[src/rtl/rsplit_pkg.sv]
package rsplit_pkg;
  // size code position inside the device control word
  localparam int SZ_FIELD_LSB = 12;
  // address boundary that a request may not cross (log2 bytes)
  localparam int BOUND_LG = 12;
  localparam int SZ_W = BOUND_LG + 1;

  typedef enum logic [1:0] {
    ST_IDLE  = 2'd0,
    ST_RUN   = 2'd1,
    ST_DRAIN = 2'd2
  } split_state_t;

  function automatic logic [SZ_W-1:0] size_from_code(input logic [2:0] code);
    logic [SZ_W-1:0] base;
    base = SZ_W'(128);
    if (code <= 3'd5) return base << code;
    return base;
  endfunction
endpackage

[src/rtl/rsplit_tag_pool.sv]
module rsplit_tag_pool #(
  parameter int TAG_W = 2
) (
  input  logic             clk,
  input  logic             rst_n,
  input  logic             alloc,
  input  logic             ret_valid,
  input  logic [TAG_W-1:0] ret_id,
  output logic             any_free,
  output logic             all_free,
  output logic [TAG_W-1:0] free_id
);
  localparam int NUM_TAGS = 1 << TAG_W;

  logic [NUM_TAGS-1:0] busy_q;
  logic [NUM_TAGS-1:0] take_mask;
  logic [NUM_TAGS-1:0] give_mask;

  // lowest-numbered free tag wins
  always_comb begin
    free_id = '0;
    for (int i = NUM_TAGS - 1; i >= 0; i--) begin
      if (!busy_q[i]) free_id = TAG_W'(i);
    end
  end

  assign any_free  = ~&busy_q;
  assign all_free  = ~|busy_q;
  assign take_mask = alloc ? (NUM_TAGS'(1) << free_id) : '0;
  assign give_mask = ret_valid ? (NUM_TAGS'(1) << ret_id) : '0;

  always_ff @(posedge clk) begin
    if (!rst_n) busy_q <= '0;
    else        busy_q <= (busy_q | take_mask) & ~give_mask;
  end
endmodule

[src/rtl/rsplit_chunk.sv]
module rsplit_chunk
  import rsplit_pkg::*;
#(
  parameter int ADDR_W = 32,
  parameter int LEN_W  = 24
) (
  input  logic [ADDR_W-1:0] addr,
  input  logic [LEN_W-1:0]  remain,
  input  logic [SZ_W-1:0]   max_bytes,
  output logic [SZ_W-1:0]   chunk
);
  localparam logic [SZ_W-1:0] BOUND = SZ_W'(1) << BOUND_LG;

  logic [SZ_W-1:0] to_bound;
  logic [SZ_W-1:0] size_cap;

  assign to_bound = BOUND - {1'b0, addr[BOUND_LG-1:0]};
  assign size_cap = (to_bound < max_bytes) ? to_bound : max_bytes;

  always_comb begin
    if (remain < LEN_W'(size_cap)) chunk = SZ_W'(remain);
    else                           chunk = size_cap;
  end
endmodule

[src/rtl/rd_splitter.sv]
module rd_splitter
  import rsplit_pkg::*;
#(
  parameter int ADDR_W = 32,
  parameter int LEN_W  = 24,
  parameter int TAG_W  = 2
) (
  input  logic              clk,
  input  logic              rst_n,
  input  logic [15:0]       cfg_devctl,
  input  logic              job_valid,
  output logic              job_ready,
  input  logic [ADDR_W-1:0] job_addr,
  input  logic [LEN_W-1:0]  job_len,
  output logic              req_valid,
  input  logic              req_ready,
  output logic [ADDR_W-1:0] req_addr,
  output logic [SZ_W-3:0]   req_dw,
  output logic [TAG_W-1:0]  req_tag,
  input  logic              tag_ret_valid,
  input  logic [TAG_W-1:0]  tag_ret_id,
  output logic              job_done
);
  localparam int DW_W = SZ_W - 2;

  split_state_t      state_q;
  logic [ADDR_W-1:0] cur_addr_q;
  logic [LEN_W-1:0]  remain_q;
  logic [SZ_W-1:0]   max_q;
  logic              out_v_q;
  logic [ADDR_W-1:0] out_addr_q;
  logic [DW_W-1:0]   out_dw_q;
  logic [TAG_W-1:0]  out_tag_q;
  logic              done_q;

  logic [SZ_W-1:0]   chunk_b;
  logic              any_free;
  logic              all_free;
  logic [TAG_W-1:0]  free_id;
  logic              accept;
  logic              load;

  rsplit_chunk #(.ADDR_W(ADDR_W), .LEN_W(LEN_W)) u_chunk (
    .addr      (cur_addr_q),
    .remain    (remain_q),
    .max_bytes (max_q),
    .chunk     (chunk_b)
  );

  rsplit_tag_pool #(.TAG_W(TAG_W)) u_tags (
    .clk       (clk),
    .rst_n     (rst_n),
    .alloc     (load),
    .ret_valid (tag_ret_valid),
    .ret_id    (tag_ret_id),
    .any_free  (any_free),
    .all_free  (all_free),
    .free_id   (free_id)
  );

  assign job_ready = (state_q == ST_IDLE);
  assign accept    = job_valid && job_ready;
  // a new request enters the output register when a tag is free and the slot is open
  assign load      = (state_q == ST_RUN) && any_free && (!out_v_q || req_ready);

  always_ff @(posedge clk) begin
    if (!rst_n) begin
      state_q    <= ST_IDLE;
      cur_addr_q <= '0;
      remain_q   <= '0;
      max_q      <= SZ_W'(128);
      done_q     <= 1'b0;
    end else begin
      done_q <= 1'b0;
      unique case (state_q)
        ST_IDLE: begin
          if (accept) begin
            cur_addr_q <= job_addr;
            remain_q   <= job_len;
            max_q      <= size_from_code(cfg_devctl[SZ_FIELD_LSB +: 3]);
            state_q    <= (job_len == '0) ? ST_DRAIN : ST_RUN;
          end
        end
        ST_RUN: begin
          if (load) begin
            cur_addr_q <= cur_addr_q + ADDR_W'(chunk_b);
            remain_q   <= remain_q - LEN_W'(chunk_b);
            if (remain_q == LEN_W'(chunk_b)) state_q <= ST_DRAIN;
          end
        end
        ST_DRAIN: begin
          if (!out_v_q && all_free) begin
            done_q  <= 1'b1;
            state_q <= ST_IDLE;
          end
        end
        default: state_q <= ST_IDLE;
      endcase
    end
  end

  always_ff @(posedge clk) begin
    if (!rst_n) begin
      out_v_q    <= 1'b0;
      out_addr_q <= '0;
      out_dw_q   <= '0;
      out_tag_q  <= '0;
    end else if (load) begin
      out_v_q    <= 1'b1;
      out_addr_q <= cur_addr_q;
      out_dw_q   <= chunk_b[SZ_W-1:2];
      out_tag_q  <= free_id;
    end else if (req_ready) begin
      out_v_q    <= 1'b0;
    end
  end

  assign req_valid = out_v_q;
  assign req_addr  = out_addr_q;
  assign req_dw    = out_dw_q;
  assign req_tag   = out_tag_q;
  assign job_done  = done_q;
endmodule

[config.mk]
export PLATFORM = sky130hd
export DESIGN_NAME = rd_splitter
export DESIGN_NICKNAME = d
export VERILOG_FILES = /design/src/rtl/rsplit_pkg.sv /design/src/rtl/rsplit_tag_pool.sv /design/src/rtl/rsplit_chunk.sv /design/src/rtl/rd_splitter.sv
export SDC_FILE = /design/constraint.sdc
export NUM_CORES = 1
export LEC_CHECK = 0
export ABC_CLOCK_PERIOD_IN_PS = 8400
export BUFFER_PORTS_ARGS = -buffer_cell sky130_fd_sc_hd__buf_4
export CORE_AREA = 4 4 129 131
export CTS_CLUSTER_SIZE = 30
export DETAILED_ROUTE_END_ITERATION = 8
export DIE_AREA = 0 0 133 135
export GPL_TIMING_DRIVEN = 0
export PLACE_DENSITY = 0.76
export SLEW_MARGIN = 20
export SYNTH_ARGS = -nofsm -noshare
export SYNTH_HDL_FRONTEND = slang
export SYNTH_SLANG_ARGS = --single-unit
[constraint.sdc]
create_clock -name clk -period 8.4 [get_ports clk]
set_clock_uncertainty 0.05 [all_clocks]
set_input_delay 2.1 -clock clk [delete_from_list [all_inputs] [get_ports clk]]
set_output_delay 2.1 -clock clk [all_outputs]
set_load 0.02 [all_outputs]
==> impl_metrics.ini <==
[outcome]
status = finished clean

[sta]
relSlewSlack = 0.285
fmax_mhz = 124
tns_ns = 0
tightestPinTransition_ns = 1.07
finalCritPeriodShare = 0.963
drv_slew = 0
fin_ws_ns = 0.312
finalHoldViolations = 0
min_period_ns = 8.09
setup_viol = 0

[power_and_ir_drop]
clkPwrFrac = 0.168
combPwrFrac = 0.658
p_seq_frac = 0.174
p_leak_uw = 0.00381
netSwitchingFraction = 0.510
p_per_area_nw_per_um2 = 449
switchingPower_uw = 2270
ir_worst_vdd_mv = 0.254
p_total_uw = 4450
internal-power_uw = 2180

[clock_tree]
clk_pin_slew_ns = 0.06
clk_path_buf_depth = 2
tritoncts = built
clk_latency_ns = 0.43
hold_buffers = 0
cts_buffers = 17
cts_root_buffer = clkbuf_16
cts.sinks = 115
htreeDepth = 4

[global_routing]
grt_overflow_total = 0
use_met3 = 0.0689
grt_util_all_layers = 0.337
grt_busiest_layer = met2
grt_first_pass_wirelength_mm = 47.3
grt_max_degree = 17
grtUsageMet2 = 0.517
first_global_vias = 8474
antenna_found_initial = 0
gr-usage-met1 = 0.450

[die]
floorplan.initialDensity = 0.505
ioPinCount = 127
die_x_um = 133
coreArea_um2 = 15600
row_count = 46
dieArea_um2 = 18000
dieHeight_um = 135

[placed_design]
dp_slack_ns = -1.70
dp.cells = 1386
gp_congestion = 0.971
hpwlAfterDp_mm = 22.1
port_buffers = 112

[worst_setup_path]
cp_slowest_stage_delay_ns = 0.55
critPathBufInv = 6
crit_type = flip-flop to flip-flop
crit_fanout = 10
critPathLaunchType = flip-flop
cp-end-kind = flip-flop
worstPathRequired_ns = 8.67
crit_slowest_cell = or4_1
arrival_ns = 8.36
regToRegSetupSlack_ns = 0.31
crit_family = compound AO/OA/AOI/OAI gates

[run]
drv_cap = 0

[synthesis]
syn_avg_cell_area_um2 = 7.44
yosys_most_used_dff = dfxtp_1
synthArstFlopShare = 0
synth_cell_types = 88
synth_edf_count = 0
yosysWarnings = 0
ys_seq_elements = 115
ys_seq_area_frac = 0.292
syn-cell-area_um2 = 7870
synth_fp_nets = 1171
syn_inst = 1058

[min_path]
min_path_type = flip-flop to flip-flop

[cells_and_area]
stdcell_count = 1431
synthToLayoutAreaGrowth_pct = 25.8
nFillCells = 1432
drive_gt1_frac = 0.184
final_cell_mix = nand2_1 (149), buf_4 (129), dfxtp_1 (112), a21oi_1 (96), nor2_1 (93)
diodes = 0
final_util = 0.635
fin_nets = 1315
final_common_cell = nand2_1

[detailed_routing]
viasPerCell = 6.43
routedWlPerCell_um = 21.6
ant_nets = 0
drc = 0
vias = 9207
dr.pass1.iters = 6
routed_wl_mm = 31.0
dr.first_iter.drc_count = 1131
synthesized netlist by cell type (all sizes together) (4+ instances only):
library cell  number  area share
a211o              4      0.0044
a211oi            30       0.030
a21o              12       0.011
a21oi            102       0.066
a221oi             6      0.0067
a2bb2oi            4      0.0052
a311oi            19       0.021
a31oi             17       0.015
and2               7      0.0056
and3              16       0.013
buf               14      0.0084
clkbuf            53       0.025
dfxtp            115        0.29
ha                32       0.051
inv               33       0.016
maj3               9       0.012
mux2i              6      0.0092
nand2            149       0.071
nand2b             4      0.0032
nand3             36       0.023
nand4             11      0.0087
nor2              97       0.047
nor3              40       0.026
nor4              14       0.011
nor4b              4      0.0052
o211ai            18       0.018
o21a               7      0.0076
o21ai             61       0.039
o221ai             6      0.0075
o22ai              7      0.0056
o311ai             7       0.011
o31a               4      0.0044
o31ai              6      0.0064
or2                8      0.0067
or3               19       0.015
or4               12       0.011
xnor2             13       0.014
xor2               9       0.010
final cells by class:
class	instances	area, µm²	share of cell area
inverter	33	124	0.0125
clock inverter	13	148	0.0149
multi-input combinational	843	5350	0.541
sequential	115	2310	0.233
clock buffer	19	453	0.0457
buffer	66	303	0.0306
tap	216	270	0.0273
timing repair buffer	126	946	0.0955
layer usage:
layer	wire, µm	vias up	part of all wire
met2	13600	580	0.44
li1	-	4239	-
met3	3410	105	0.11
met5	0	-	0
met4	1450	0	0.047
met1	12500	4283	0.40
worst reg2reg max path, delay by kind of cell (launching register included):
family	cells	cell delay (ns)
AOI/OAI and AO/OA	12	3.01
DFF	1	0.37
buffers and inverters	6	0.89
and+or+nand+nor	10	2.05
xor gates and xnor gates	1	0.20
adders and majority gates	5	1.11
muxes	1	0.32
registers in the layout, summed over array words and instances (netlist names):
signal         flops
cur_addr_q        32
req_addr          32
remain_q          24
req_dw            11
max_q              6
u_tags.busy_q      4
req_tag            2
state_q            2
job_done           1
req_valid          1
worst paths after layout:
kind | endpoint | start | depth (start not counted)
setup / recovery | cur_addr_q[28] | cur_addr_q[2] | 35
hold / removal | req_addr[24] | req_addr[24] | 2
setup reg to reg | cur_addr_q[28] | cur_addr_q[2] | 35
hold reg to reg | req_addr[24] | req_addr[24] | 2
timing repair:
action                     in CTS  in global routing
pin swaps                       7                 16
resized for setup              28                 31
setup buffers                   9                  5
setup endpoints to repair      51                 27
power by group through the flow:
| stage | logic (µW) | registers [µW] | clock network (µW) |
|---|---|---|---|
| after detailed placement | 2620 | 772 | 0 |
| after global placement | 2610 | 769 | 0 |
| after global routing | 3150 | 786 | 778 |
| after floorplan | 1910 | 773 | 0 |
| after CTS | 2750 | 763 | 748 |
| final | 2920 | 773 | 749 |
per-stage QoR:
step,area [µm²],hold WS (ns)
after floorplan,7870,0.382
after global placement,8980,0.390
after detailed placement,8980,0.397
after CTS,9760,0.405
after global routing,9900,0.421
final,9900,0.403
logic make-up after synthesis:
group,Yosys count,share of synthesized area
adder cells (fa/ha/maj),43,0.0677
AO/OA/AOI/OAI,338,0.293
buffers and inverters,100,0.0494
XOR/XNOR,22,0.0245
multiplexers,7,0.0106
flip-flops,115,0.292
AND/OR/NAND/NOR,433,0.262
(Power assumes the default switching activity.)
